File: src/rtl/xmode_pkg.sv
package xmode_pkg;
    typedef enum logic [2:0] {
        CMD_LOAD = 3'b000,
        CMD_NOP  = 3'b111
    } cmd_e;

    typedef enum logic [1:0] {
        ST_IDLE  = 2'd0,
        ST_GAP_X = 2'd1,
        ST_GAP_B = 2'd2
    } seq_st_e;

    localparam logic [1:0] BA_BASE = 2'b00;
    localparam logic [1:0] BA_EXT  = 2'b01;
endpackage

File: src/rtl/xmode_word_build.sv
module xmode_word_build #(
    parameter int              ADDR_W      = 12,
    parameter logic [ADDR_W-1:0] BASE_FIELDS = '0,
    parameter int              RST_BIT     = 8
) (
    input  logic              dll_on,
    input  logic              reduced,
    output logic [ADDR_W-1:0] ext_word,
    output logic [ADDR_W-1:0] base_word
);
    always_comb begin
        ext_word    = '0;
        ext_word[0] = ~dll_on;
        ext_word[1] = reduced;
        base_word          = BASE_FIELDS;
        base_word[RST_BIT] = 1'b1;
    end
endmodule

File: src/rtl/xmode_req_hold.sv
module xmode_req_hold (
    input  logic clk,
    input  logic rst_n,
    input  logic req_valid,
    input  logic req_dll_on,
    input  logic req_reduced,
    input  logic take,
    output logic pend,
    output logic pend_dll,
    output logic pend_red
);
    typedef struct packed {
        logic vld;
        logic dll;
        logic red;
    } hold_t;

    hold_t h_d, h_q;

    always_comb begin
        h_d = h_q;
        if (req_valid) begin
            h_d.vld = 1'b1;
            h_d.dll = req_dll_on;
            h_d.red = req_reduced;
        end else if (take) begin
            h_d.vld = 1'b0;
        end
    end

    always_ff @(posedge clk) begin
        if (!rst_n) h_q <= '0;
        else        h_q <= h_d;
    end

    assign pend     = h_q.vld;
    assign pend_dll = h_q.dll;
    assign pend_red = h_q.red;
endmodule

File: src/rtl/xmode_lock_timer.sv
module xmode_lock_timer #(
    parameter int LOCK_CYC = 200
) (
    input  logic clk,
    input  logic rst_n,
    input  logic start,
    output logic rd_ok
);
    localparam int CW = $clog2(LOCK_CYC + 1);

    typedef struct packed {
        logic [CW-1:0] cnt;
        logic          ok;
    } lock_t;

    lock_t l_d, l_q;

    always_comb begin
        l_d = l_q;
        if (start) begin
            l_d.cnt = CW'(LOCK_CYC);
            l_d.ok  = 1'b0;
        end else if (l_q.cnt != '0) begin
            l_d.cnt = l_q.cnt - 1'b1;
            if (l_q.cnt == CW'(1)) l_d.ok = 1'b1;
        end
    end

    always_ff @(posedge clk) begin
        if (!rst_n) l_q <= '0;
        else        l_q <= l_d;
    end

    assign rd_ok = l_q.ok;
endmodule

File: src/rtl/ddr_xmode_seq.sv
module ddr_xmode_seq
    import xmode_pkg::*;
#(
    parameter int                ADDR_W      = 12,
    parameter int                GAP_CYC     = 2,
    parameter int                LOCK_CYC    = 200,
    parameter int                DLL_RST_BIT = 8,
    parameter logic [ADDR_W-1:0] BASE_FIELDS = 12'h032
) (
    input  logic              clk,
    input  logic              rst_n,
    input  logic              req_valid,
    input  logic              req_dll_on,
    input  logic              req_reduced,
    input  logic              banks_idle,
    input  logic              burst_active,
    input  logic              sr_exit,
    output logic [2:0]        cmd_o,
    output logic [1:0]        ba_o,
    output logic [ADDR_W-1:0] addr_o,
    output logic              busy_o,
    output logic              rd_ok_o
);
    localparam int GW = $clog2(GAP_CYC + 1);

    typedef struct packed {
        seq_st_e           st;
        logic [GW-1:0]     gap;
        logic              dll;
        cmd_e              cmd;
        logic [1:0]        ba;
        logic [ADDR_W-1:0] addr;
        logic              busy;
    } seq_t;

    seq_t s_d, s_q;

    logic              pend, pend_dll, pend_red;
    logic              take, lock_start;
    logic [ADDR_W-1:0] ext_word, base_word;

    xmode_req_hold u_hold (
        .clk         (clk),
        .rst_n       (rst_n),
        .req_valid   (req_valid),
        .req_dll_on  (req_dll_on),
        .req_reduced (req_reduced),
        .take        (take),
        .pend        (pend),
        .pend_dll    (pend_dll),
        .pend_red    (pend_red)
    );

    xmode_word_build #(
        .ADDR_W      (ADDR_W),
        .BASE_FIELDS (BASE_FIELDS),
        .RST_BIT     (DLL_RST_BIT)
    ) u_words (
        .dll_on    (pend_dll),
        .reduced   (pend_red),
        .ext_word  (ext_word),
        .base_word (base_word)
    );

    xmode_lock_timer #(
        .LOCK_CYC (LOCK_CYC)
    ) u_lock (
        .clk   (clk),
        .rst_n (rst_n),
        .start (lock_start),
        .rd_ok (rd_ok_o)
    );

    always_comb begin
        s_d        = s_q;
        s_d.cmd    = CMD_NOP;
        take       = 1'b0;
        lock_start = sr_exit;
        unique case (s_q.st)
            ST_IDLE: begin
                if (pend && banks_idle && !burst_active) begin
                    s_d.cmd  = CMD_LOAD;
                    s_d.ba   = BA_EXT;
                    s_d.addr = ext_word;
                    s_d.gap  = GW'(GAP_CYC);
                    s_d.dll  = pend_dll;
                    s_d.st   = ST_GAP_X;
                    take     = 1'b1;
                    if (pend_dll) lock_start = 1'b1;
                end
            end
            ST_GAP_X: begin
                if (s_q.gap != '0) begin
                    s_d.gap = s_q.gap - 1'b1;
                end else if (s_q.dll) begin
                    s_d.cmd  = CMD_LOAD;
                    s_d.ba   = BA_BASE;
                    s_d.addr = base_word;
                    s_d.gap  = GW'(GAP_CYC);
                    s_d.st   = ST_GAP_B;
                end else begin
                    s_d.st = ST_IDLE;
                end
            end
            ST_GAP_B: begin
                if (s_q.gap != '0) s_d.gap = s_q.gap - 1'b1;
                else               s_d.st  = ST_IDLE;
            end
            default: s_d.st = ST_IDLE;
        endcase
        s_d.busy = (s_d.st != ST_IDLE) || req_valid || (pend && !take);
    end

    always_ff @(posedge clk) begin
        if (!rst_n) begin
            s_q      <= '0;
            s_q.st   <= ST_IDLE;
            s_q.cmd  <= CMD_NOP;
        end else begin
            s_q <= s_d;
        end
    end

    assign cmd_o  = s_q.cmd;
    assign ba_o   = s_q.ba;
    assign addr_o = s_q.addr;
    assign busy_o = s_q.busy;
endmodule

File: config.mk
export PLATFORM = sky130hd
export DESIGN_NAME = ddr_xmode_seq
export DESIGN_NICKNAME = d
export VERILOG_FILES = /design/src/rtl/xmode_pkg.sv /design/src/rtl/xmode_word_build.sv /design/src/rtl/xmode_req_hold.sv /design/src/rtl/xmode_lock_timer.sv /design/src/rtl/ddr_xmode_seq.sv
export SDC_FILE = /design/constraint.sdc
export NUM_CORES = 1
export LEC_CHECK = 0
export CAP_MARGIN = 20
export CORE_ASPECT_RATIO = 0.5
export CORE_MARGIN = 1
export CORE_UTILIZATION = 32
export CTS_CLUSTER_SIZE = 12
export DETAILED_ROUTE_END_ITERATION = 12
export DONT_BUFFER_PORTS = 1
export PLACE_DENSITY = 0.56
export REMOVE_ABC_BUFFERS = 1
export SLEW_MARGIN = 10
export SYNTH_ARGS = -nofsm -noshare
export SYNTH_HDL_FRONTEND = slang
export SYNTH_SLANG_ARGS = --single-unit
export TNS_END_PERCENT = 100
File: constraint.sdc
create_clock -name clk -period 2.4 [get_ports clk]
set_input_delay 0.12 -clock clk [delete_from_list [all_inputs] [get_ports clk]]
set_output_delay 0.12 -clock clk [all_outputs]
set_load 0.03 [all_outputs]
# --- Word-level counts from Yosys, hierarchy flattened ---
# Cells that the tools add are included.
classes:
  bitwise: 2
  n_addsub: 2
  mux: 22
  reduce_logical: 20
  n_eq_ne: 8
op_table:
  columns: ["operator", "n"]
  rows:
  - ["17-bit two-way mux", 2]
  - ["17-bit case mux with 2 select lines", 1]
  - ["22-bit two-way mux", 1]
  - ["9-bit two-way mux", 2]
  - ["2-bit two-way mux", 6]
  - ["2-bit case mux with 3 select lines", 2]
  - ["2-bit nonzero test", 5]
  - ["8-bit by 1-bit == test with 1-bit output, second input constant", 1]
  - ["1-bit two-way mux", 8]
  - ["2-bit != test, second input constant", 4]
  - ["4-bit AND reduction", 2]
  - ["8-bit nonzero test", 1]
  - ["8-bit by 1-bit subtractor with 8-bit output, second input constant", 1]
  - ["2-bit AND reduction", 2]
  - ["1-bit logical AND", 3]
  - ["3-bit != test, second input constant", 1]
  - ["3-bit nonzero test", 1]
  - ["2-bit by 1-bit == test with 1-bit output, second input constant", 1]
  - ["2-bit == test, second input constant", 1]
  - ["1-bit zero test", 2]
  - ["2-bit zero test", 1]
  - ["1-bit logical OR", 2]
  - ["1-bit NOT", 2]
  - ["2-bit OR reduction", 1]
  - ["2-bit by 1-bit subtractor with 2-bit output, second input constant", 1]
totals:
  reg_bits: 35
  out_inout_bits: 19

# --- Depth between registers and ports, before layout ---
# Gate-level depths: netlist (run 1).
logic_depth:
  word_depth: 7
  ltp_mapped: 7
  ltp_nobuf: 6

# --- Cells and area by module ---
# Synthesis (run 1) repeated with hierarchy kept, for this count alone.
hier_totals:
  hier_cells: 219
  area_unflattened_um2: 2020.7
by_module_without_submodules:
  columns: ["mod", "instances", "seq_area_each_um2", "area_each_um2", "cells_each"]
  rows:
  - ["ddr_xmode_seq", 1, 400.4, 1249.9, 132]
  - ["xmode_lock_timer", 1, 180.2, 480.5, 52]
  - ["xmode_word_build", 1, 0.0, 183.9, 26]
  - ["xmode_req_hold", 1, 60.1, 106.4, 9]

# --- Worst setup path after synthesis (run 1) ---
# Ideal clock, no wire load.
synth_timing:
  path_kind: "reg2reg"
  from: "register s_q[22] in the netlist's numbering"
  to: "register s_q, in the netlist busy_o"
  arrival_ns: 1.566
  required_time_ns: 2.273
  path_stages_with_launch: 8
  slack_ns: 0.707
  path_cell_list: "dfxtp_1 -> inv_1 -> ha_1 -> buf_2 -> and3_1 -> a221oi_1 -> a21oi_1 -> or3_1"
synth_between:
  elab_chain_cells: 5
synth_lines:
  columns: ["item", "line", "rtl"]
  rows:
  - ["from (decl)", "ddr_xmode_seq.sv:36", "seq_t s_d, s_q;"]
  - ["2-bit == test, or another cell as far along", "ddr_xmode_seq.sv:79", "unique case (s_q.st)"]
  - ["2-bit case mux with 3 select lines / 1-bit two-way mux (equally long branches)", "ddr_xmode_seq.sv:79", null]
  - ["2-bit nonzero test / 1-bit zero test (equally long branches)", "ddr_xmode_seq.sv:111", "s_d.busy = (s_d.st != ST_IDLE) || req_valid || (pend && !take);"]
  - ["1-bit logical OR / 1-bit logical AND (equally long branches)", "ddr_xmode_seq.sv:111", null]
  - ["1-bit logical OR *", "ddr_xmode_seq.sv:111", null]
# Mark *: on every way between the ends. The rest lies on a longest branch, timed or not. The select of a mux whose other input is x is not followed.
# A chain may end at the register's enable or synchronous reset.

# --- Worst setup path in the final report (run 1) ---
layout_timing:
  from: "register s_q[22] in the netlist's numbering"
  to: "register s_q, in the netlist addr_o[8]"
layout_between:
  elab_chain_cells: 3
layout_lines:
  columns: ["item", "line"]
  rows:
  - ["2-bit by 1-bit == test with 1-bit output / 2-bit zero test (equally long branches)", "ddr_xmode_seq.sv:79"]
  - ["2-bit != test (no source line) / 2-bit nonzero test (equally long branches)", null]
  - ["4-bit AND reduction (no source line)", null]
# Parallel ways exist; a longest one is shown, timed or not.

==> impl_metrics.yaml, run 1 <==
synthesis:
  async_flop_share_pct: 0
  syn_inst: 150
  synth_cell_types: 46
  syn-mean-instance-area_um2: 8.77
  synth_ff_type: "dfxtp_1"
  synth_edf_count: 0
  synth_area_um2: 1320
  ys_ff_latch: 23
  yosysWarnings: 0
  synth-seq-area-share_pct: 35.0
floorplan:
  core_area_um2: 3920
  num_rows: 16
  dieWidth_um: 92.7
  dieHeight_um: 47.3
  io_pins: 27
  start_util_pct: 33.5
  dieArea_um2: 4390
global_route:
  grt-ovfl-total: 0
  antenna_found_initial: 0
  gr-usage-all-layers_pct: 11.3
  grt_pass1_wl_um: 3800
  grt_max_degree: 14
  grt_pass1_vias: 871
sta:
  worst_pin_slew_ps: 844
  final.min_clock_period_ps: 1830
  finalSetupViolations: 0
  clock_skew_ps: 4.51
  rsz0062_at_grt: "no"
  timing.final.crit_share_pct: 76.2
  drv_slew: 0
  relSlewSlack_pct: 43.7
  setup-tns-final_ps: 0
  fmax_mhz: 547
  final_hold_viol_count: 0
finish:
  mostFrequentLayoutCell: "dfxtp_1"
  fin_cells: 197
  layout_common_cells: "dfxtp_1 (23), nor2_1 (14), inv_1 (12)"
  layout.nets: 163
  n_antenna_cell: 0
  areaGrowthSynthToFinish_pct: 1.33
  num-fill-cells: 416
  drive_gt1_share_pct: 6.99
clock_network:
  cts_tree: "built"
  post_cts_resized: 0
  numCtsBuffers: 3
  clock_path_buffers: 2
  clk_latency_ps: 270
  clk_pin_slew_ps: 90
  cts-root-buf: "clkbuf_8"
  post_cts_buffers: 0
  htree_levels: 1
  clock-sinks: 23
pwr:
  p_comb_share_pct: 18.8
  power_w: 0.000851
  p_sw_share_pct: 30.7
  vdd_drop_max_mv: 0.242
  cellPowerDensity_nw_per_um2: 639
  p_clk_share_pct: 28.9
  pwr-share-seq_pct: 52.3
  p_switching_w: 0.000261
  p_leak_nw: 0.602
  intPower_w: 0.000590
drt:
  vias_per_cell: 4.76
  wl_um: 2320
  wl_per_cell_um: 11.8
  first_pass_iters: 5
  via_count: 937
  final_antenna_net_count: 0
  drc: 0
  drt_iter0_drc: 38
setup_path:
  r2r_slack_ps: 570
  critPathLaunchType: "flop"
  path_class: "reg2reg"
  endpoint_kind: "flop"
  cp_data_required_time_ps: 2570
  crit_fanout: 9
  arrival_ps: 1990
  r2r_cells: 6
placed_design:
  gp_congestion: 0.740
  port_buffers: 0
  dp_hpwl_um: 1780
  dp.cells: 192
min_path:
  hp-class: "in2reg"
  whs_path_depth: 2
flow_run:
  maxCapViolations: 0
status:
  outcome: "finished, final reports clean"
## power by group through the flow
stage / logic, W / clock network, W / registers, W
2_1_floorplan: 0.000136 / 0 / 0.000448
3_3_place_gp: 0.000158 / 0 / 0.000454
3_5_place_dp: 0.000158 / 0 / 0.000454
4_1_cts: 0.000162 / 0.000253 / 0.000445
5_1_grt: 0.000184 / 0.000268 / 0.000449
6_report: 0.000160 / 0.000246 / 0.000445
## sequential cells by signal, summed over array words and instances (netlist names)
register / cells
u_lock.rd_ok: 1
s_q: 5
ba_o: 1
u_hold.pend_red: 1
u_lock.l_q: 8
addr_o: 3
u_hold.pend_dll: 1
u_hold.pend: 1
busy_o: 1
cmd_o: 1
## logic make-up after synthesis
kind of cell               share of synthesized area (%)
other                                              0.285
xor gates and xnor gates                            2.66
AOI/OAI and AO/OA                                   16.1
and+or+nand+nor                                     18.1
muxes                                               3.04
buffers and inverters                               14.4
DFF                                                 35.0
adders and majority gates                           10.5
## routing by layer
layer	part of all wire, %	global-route usage (%)	vias up	wire length (µm)
li1	-	-	479	-
met2	50	22.7	18	1170
met3	3.8	4.05	0	89
met5	0	0	-	0
met4	0	0.923	0	0
met1	46	12.5	440	1060
## synth_stat cells, types with 2 or more instances
cell type	n	area, µm²
nor2_1	14	52.6
nand2_1	7	26.3
nand3b_1	2	15.0
nand3_1	5	25.0
clkbuf_1	2	7.51
a21oi_1	7	35.0
nor2b_1	2	12.5
xnor2_1	2	17.5
o211ai_1	2	15.0
buf_4	17	128
a31oi_1	2	12.5
o21ai_0	5	25.0
a211oi_1	2	15.0
o31ai_1	2	15.0
inv_1	12	45.0
ha_1	11	138
mux2i_1	4	40.0
dfxtp_1	23	460
xor2_1	2	17.5
## area by class of cell
type | count | area (µm²) | share of cell area [%]
multi-input cells | 101 | 692 | 51.9
clock buffers | 3 | 41.3 | 3.10
flip-flops and latches | 23 | 460 | 34.6
repair buffers | 2 | 17.5 | 1.31
clock inverters | 1 | 5.00 | 0.376
well taps | 54 | 67.6 | 5.07
inverters | 13 | 48.8 | 3.66
## critical path, stage by stage, from the launching register on
cell and delay [ps]:
dfxtp_1 400, inv_1 80, ha_1 280, nand2b_1 210
a22oi_1 420, nor2_1 120, a41o_1 230
## metrics by stage
| step | instance area, µm² | worst slack (ps) | hold WS [ps] | utilization [%] |
|---|---|---|---|---|
| finish | 1330 | 571 | 3.41 | 34.0 |
| global route | 1330 | 370 | 3.18 | 34.0 |
| CTS | 1330 | 557 | 1.62 | 34.0 |
| detailed placement | 1280 | 566 | 266 | 32.5 |
| global placement | 1280 | 607 | 263 | 32.5 |
| floorplan | 1200 | 749 | 250 | - |
## timing repair
item | 4_1_cts | 5_1_grt
endpoints found under the hold margin | 3 | 0
setup endpoints to repair | 0 | 0
hold buffers | 1 | 0
## final timing paths
path              startpoint               to
max reg2reg          s_q[22]        addr_o[8]
max                  s_q[22]        addr_o[8]
min                    rst_n        addr_o[0]
min reg2reg  u_hold.pend_red  u_hold.pend_red
No activity file was read; power rests on OpenSTA's default activity.
==> inputs of run 2 (changes only) <==
- clock period: 2.4 -> 1.9 ns (I/O delays scaled with it)
==> impl_metrics.yaml, run 2 (synthesized netlist as in run 1, its figures left out) <==
finish:
  num-fill-cells: 420
  n_antenna_cell: 0
  mostFrequentLayoutCell: "dfxtp_1"
  largest_register_ffs: 8
  layout.nets: 174
  areaGrowthSynthToFinish_pct: 9.23
  drive_gt1_share_pct: 10.4
  fin_cells: 208
  largest_register: "u_lock.l_q"
  layout_common_cells: "dfxtp_1 (23), nor2_1 (14), inv_1 (12)"
drt:
  first_pass_iters: 4
  drt_iter0_drc: 37
  wl_um: 2440
  via_count: 959
  wl_per_cell_um: 11.7
  drc: 0
  vias_per_cell: 4.61
  final_antenna_net_count: 0
clock_network:
  clk_pin_slew_ps: 80
  clk_latency_ps: 260
  clock-sinks: 23
  cts-root-buf: "clkbuf_8"
  clock_path_buffers: 2
  htree_levels: 1
  post_cts_buffers: 0
  cts_tree: "built"
  numCtsBuffers: 3
setup_path:
  worstPathCellList: "inv_1 > ha_1 > and3_1 > a221oi_2 > a21oi_1 > or3_1"
  cp_data_required_time_ps: 2060
  crit_fanout: 6
  cpMaxStageDelayCell: "dfxtp_1"
  arrival_ps: 1950
  critPathLaunchType: "flop"
  cp_slowest_stage_delay_ps: 410
  r2r_cells: 6
  endpoint_kind: "flop"
  path_class: "reg2reg"
pwr:
  p_clk_share_pct: 27.9
  p_comb_share_pct: 21.2
  vdd_drop_max_mv: 0.351
  intPower_w: 0.000761
  cellPowerDensity_nw_per_um2: 762
  p_switching_w: 0.000333
  p_leak_nw: 0.653
  power_w: 0.00109
  pwr-share-seq_pct: 50.9
  p_sw_share_pct: 30.4
sta:
  clock_skew_ps: 2.51
  drv_slew: 0
  final_hold_viol_count: 0
  fmax_mhz: 558
  worst_slack_ps: 108
  timing.final.crit_share_pct: 94.3
  final.min_clock_period_ps: 1790
  finalSetupViolations: 0
  hold_ws_ps: 19.7
floorplan:
  io_pins: 27
  num_rows: 16
  core_area_um2: 3920
  start_util_pct: 33.5
  dieArea_um2: 4390
  dieHeight_um: 47.3
  dieWidth_um: 92.7
min_path:
  hp-class: "in2reg"
  whs_path_depth: 2
status:
  outcome: "finished, final reports clean"
flow_run:
  maxCapViolations: 0
global_route:
  antenna_found_initial: 0
  grt_pass1_vias: 897
  grt_max_degree: 14
  gr-usage-all-layers_pct: 11.5
  grt_pass1_wl_um: 3910
  grt-ovfl-total: 0
placed_design:
  dp.cells: 197
  port_buffers: 0
  gp_congestion: 0.783
  dp_hpwl_um: 1750
  pre_cts_ws_ps: 151
[run 2: cell count changes in the layout (fill, tap and decap cells not counted), sizes merged]
cell	change
buf	+5
dlygate4sd3	+6
[run 2: power by group through the flow]
| stage | Clock [W] | Combinational (W) | Sequential (W) |
|---|---|---|---|
| 6_report | 0.000305 | 0.000232 | 0.000557 |
| 5_1_grt | 0.000341 | 0.000258 | 0.000561 |
| 4_1_cts | 0.000323 | 0.000229 | 0.000557 |
| 3_5_place_dp | 0 | 0.000215 | 0.000567 |
| 3_3_place_gp | 0 | 0.000213 | 0.000567 |
| 2_1_floorplan | 0 | 0.000171 | 0.000566 |
[run 2: per-layer routing]
metal  up-vias  share of wire [%]  GRT usage [%]
met3         0                3.1           3.56
met2        16                 49           21.6
li1        507                  -              -
met4         0                  0           1.85
met1       436                 48           13.7
met5         -                  0              0
[run 2: path summary, 6_finish.rpt]
path                                      start       endpoint  slack [ps]
worst min register to register  u_hold.pend_red      addr_o[1]         540
worst max-delay path                    s_q[22]         busy_o         110
worst min-delay path                      rst_n  u_lock.l_q[3]          20
worst max register to register          s_q[22]         busy_o         110
[run 2: through the flow]
step	area [µm²]	util, %	setup TNS [ps]
after floorplan	1200	-	0
after global placement	1310	33.5	0
after detailed placement	1310	33.5	0
after CTS	1420	36.2	0
after global routing	1440	36.6	-9.41
final	1440	36.6	0
[run 2: cell type report]
cell class | count | area (µm²) | share of cell area, %
inverters | 13 | 48.8 | 3.40
repair buffers | 13 | 115 | 8.01
well taps | 54 | 67.6 | 4.70
clock inverters | 1 | 5.00 | 0.348
multi-input cells | 101 | 698 | 48.6
clock buffers | 3 | 41.3 | 2.87
flip-flops and latches | 23 | 460 | 32.1
[run 2: what timing repair did]
item,CTS,global route
hold buffers,6,1
resized for setup,0,1
hold endpoints to repair,8,1
endpoints found under the setup margin,0,1
[run 2: worst max-delay path, delay by kind of cell, from the launching register on]
| kind | cells | cell delay [ps] |
|---|---|---|
| adders and majority gates | 1 | 250 |
| and+or+nand+nor | 2 | 600 |
| DFF | 1 | 410 |
| AOI/OAI and AO/OA | 2 | 340 |
| buffers and inverters | 1 | 80 |
==> inputs of run 3 (changes only) <==
==> constraint.sdc (replaced) <==
create_clock -name clk -period 1.9 [get_ports clk]
set_input_delay 0.38 -clock clk [delete_from_list [all_inputs] [get_ports clk]]
set_output_delay 0.38 -clock clk [all_outputs]
set_load 0.03 [all_outputs]
==> impl_metrics.yaml, run 3 (synthesized netlist as in run 1, its figures left out) <==
clock_network:
  cts-root-buf: "clkbuf_8"
  numCtsBuffers: 3
  clk_latency_ps: 260
  htree_levels: 1
  post_cts_buffers: 0
  hold_buffers: 0
  post_cts_resized: 0
  cts_tree: "built"
  clk_pin_slew_ps: 80
  clock_path_buffers: 2
  clock-sinks: 23
sta:
  drv_slew: 0
  hold_ws_ps: 242
  worst_slack_ps: 114
  setup-tns-final_ps: 0
  finalSetupViolations: 0
  timing.final.crit_share_pct: 94.0
  final_hold_viol_count: 0
  clock_skew_ps: 1.20
  fmax_mhz: 560
  final.min_clock_period_ps: 1790
finish:
  drive_gt1_share_pct: 10.9
  largest_register_ffs: 8
  layout.nets: 167
  n_antenna_cell: 0
  num-fill-cells: 422
  areaGrowthSynthToFinish_pct: 3.90
  layout_common_cells: "dfxtp_1 (23), nor2_1 (14), inv_1 (12)"
  post-route-cell-area_um2: 1370
  largest_register: "u_lock.l_q"
  mostFrequentLayoutCell: "dfxtp_1"
min_path:
  hp-class: "in2reg"
  whs_path_depth: 1
  min_to: "s_q[20]"
  min_from: "rst_n"
global_route:
  grt-ovfl-total: 0
  antenna_found_initial: 0
  grt_max_degree: 14
  gr-usage-all-layers_pct: 11.1
  grt_pass1_wl_um: 3820
  grt_pass1_vias: 874
drt:
  final_antenna_net_count: 0
  wl_per_cell_um: 11.7
  first_pass_iters: 4
  drc: 0
  wl_um: 2350
  vias_per_cell: 4.58
  via_count: 920
  drt_iter0_drc: 24
setup_path:
  path_class: "reg2reg"
  endpoint_kind: "flop"
  r2r_slack_ps: 110
  r2r-end: "busy_o"
  r2r_start: "s_q[22]"
  arrival_ps: 1940
  crit_fanout: 6
  r2r_cells: 6
  cp_data_required_time_ps: 2050
  critPathLaunchType: "flop"
pwr:
  power_w: 0.00108
  vdd_drop_max_mv: 0.352
  cellPowerDensity_nw_per_um2: 789
  p_leak_nw: 0.626
placed_design:
  placed_cell_area_um2: 1310
  gp_congestion: 0.783
  dp_hpwl_um: 1750
  pre_cts_ws_ps: 151
  port_buffers: 0
floorplan:
  start_util_pct: 33.5
  core_area_um2: 3920
  dieArea_um2: 4390
  dieWidth_um: 92.7
  num_rows: 16
  dieHeight_um: 47.3
  io_pins: 27
flow_run:
  maxCapViolations: 0
status:
  outcome: "finished, final reports clean"
-- run 3: power breakdown --
part	total, W	switching (W)	internal, W
clock	0.000306	0.000160	0.000146
sequential	0.000557	0.0000433	0.000514
combinational	0.000215	0.000125	0.0000900
-- run 3: area by class of cell --
class                      count  area (µm²)  area share (%)
sequential                    23         460            33.7
inverter                      13        48.8            3.57
clock inverter                 1        5.00           0.366
multi-input combinational    101         698            51.1
timing repair buffer           6        45.0            3.30
clock buffer                   3        41.3            3.02
tap                           54        67.6            4.95
-- run 3: worst max path at each step --
stage | cells after the start | end | slack [ps] | startpoint
floorplan | 6 | busy_o | 250 | s_q[22]
global placement | 6 | busy_o | 190 | s_q[22]
detailed placement | 6 | busy_o | 150 | s_q[22]
CTS | 6 | busy_o | 130 | s_q[22]
global route | 6 | busy_o | -9 | s_q[22]
finish | 6 | busy_o | 110 | s_q[22]
-- run 3: metrics by stage --
step | utilization [%] | std cells
2_1_floorplan | - | 137
3_3_place_gp | 33.5 | 197
3_5_place_dp | 33.5 | 197
4_1_cts | 34.7 | 201
5_1_grt | 34.8 | 201
6_report | 34.8 | 201
-- run 3: critical path, cell delays in order (launching register included) --
cell and delay (ps):
dfxtp_1 410, inv_1 80, ha_1 250, and3_1 260, a221oi_2 220, a21oi_1 120
or3_1 340
-- run 3: metal layers --
layer | global-route usage (%) | routed length, µm
met1 | 13.1 | 1140
met2 | 21.0 | 1140
met3 | 3.56 | 71
met4 | 1.85 | 0
met5 | 0 | 0
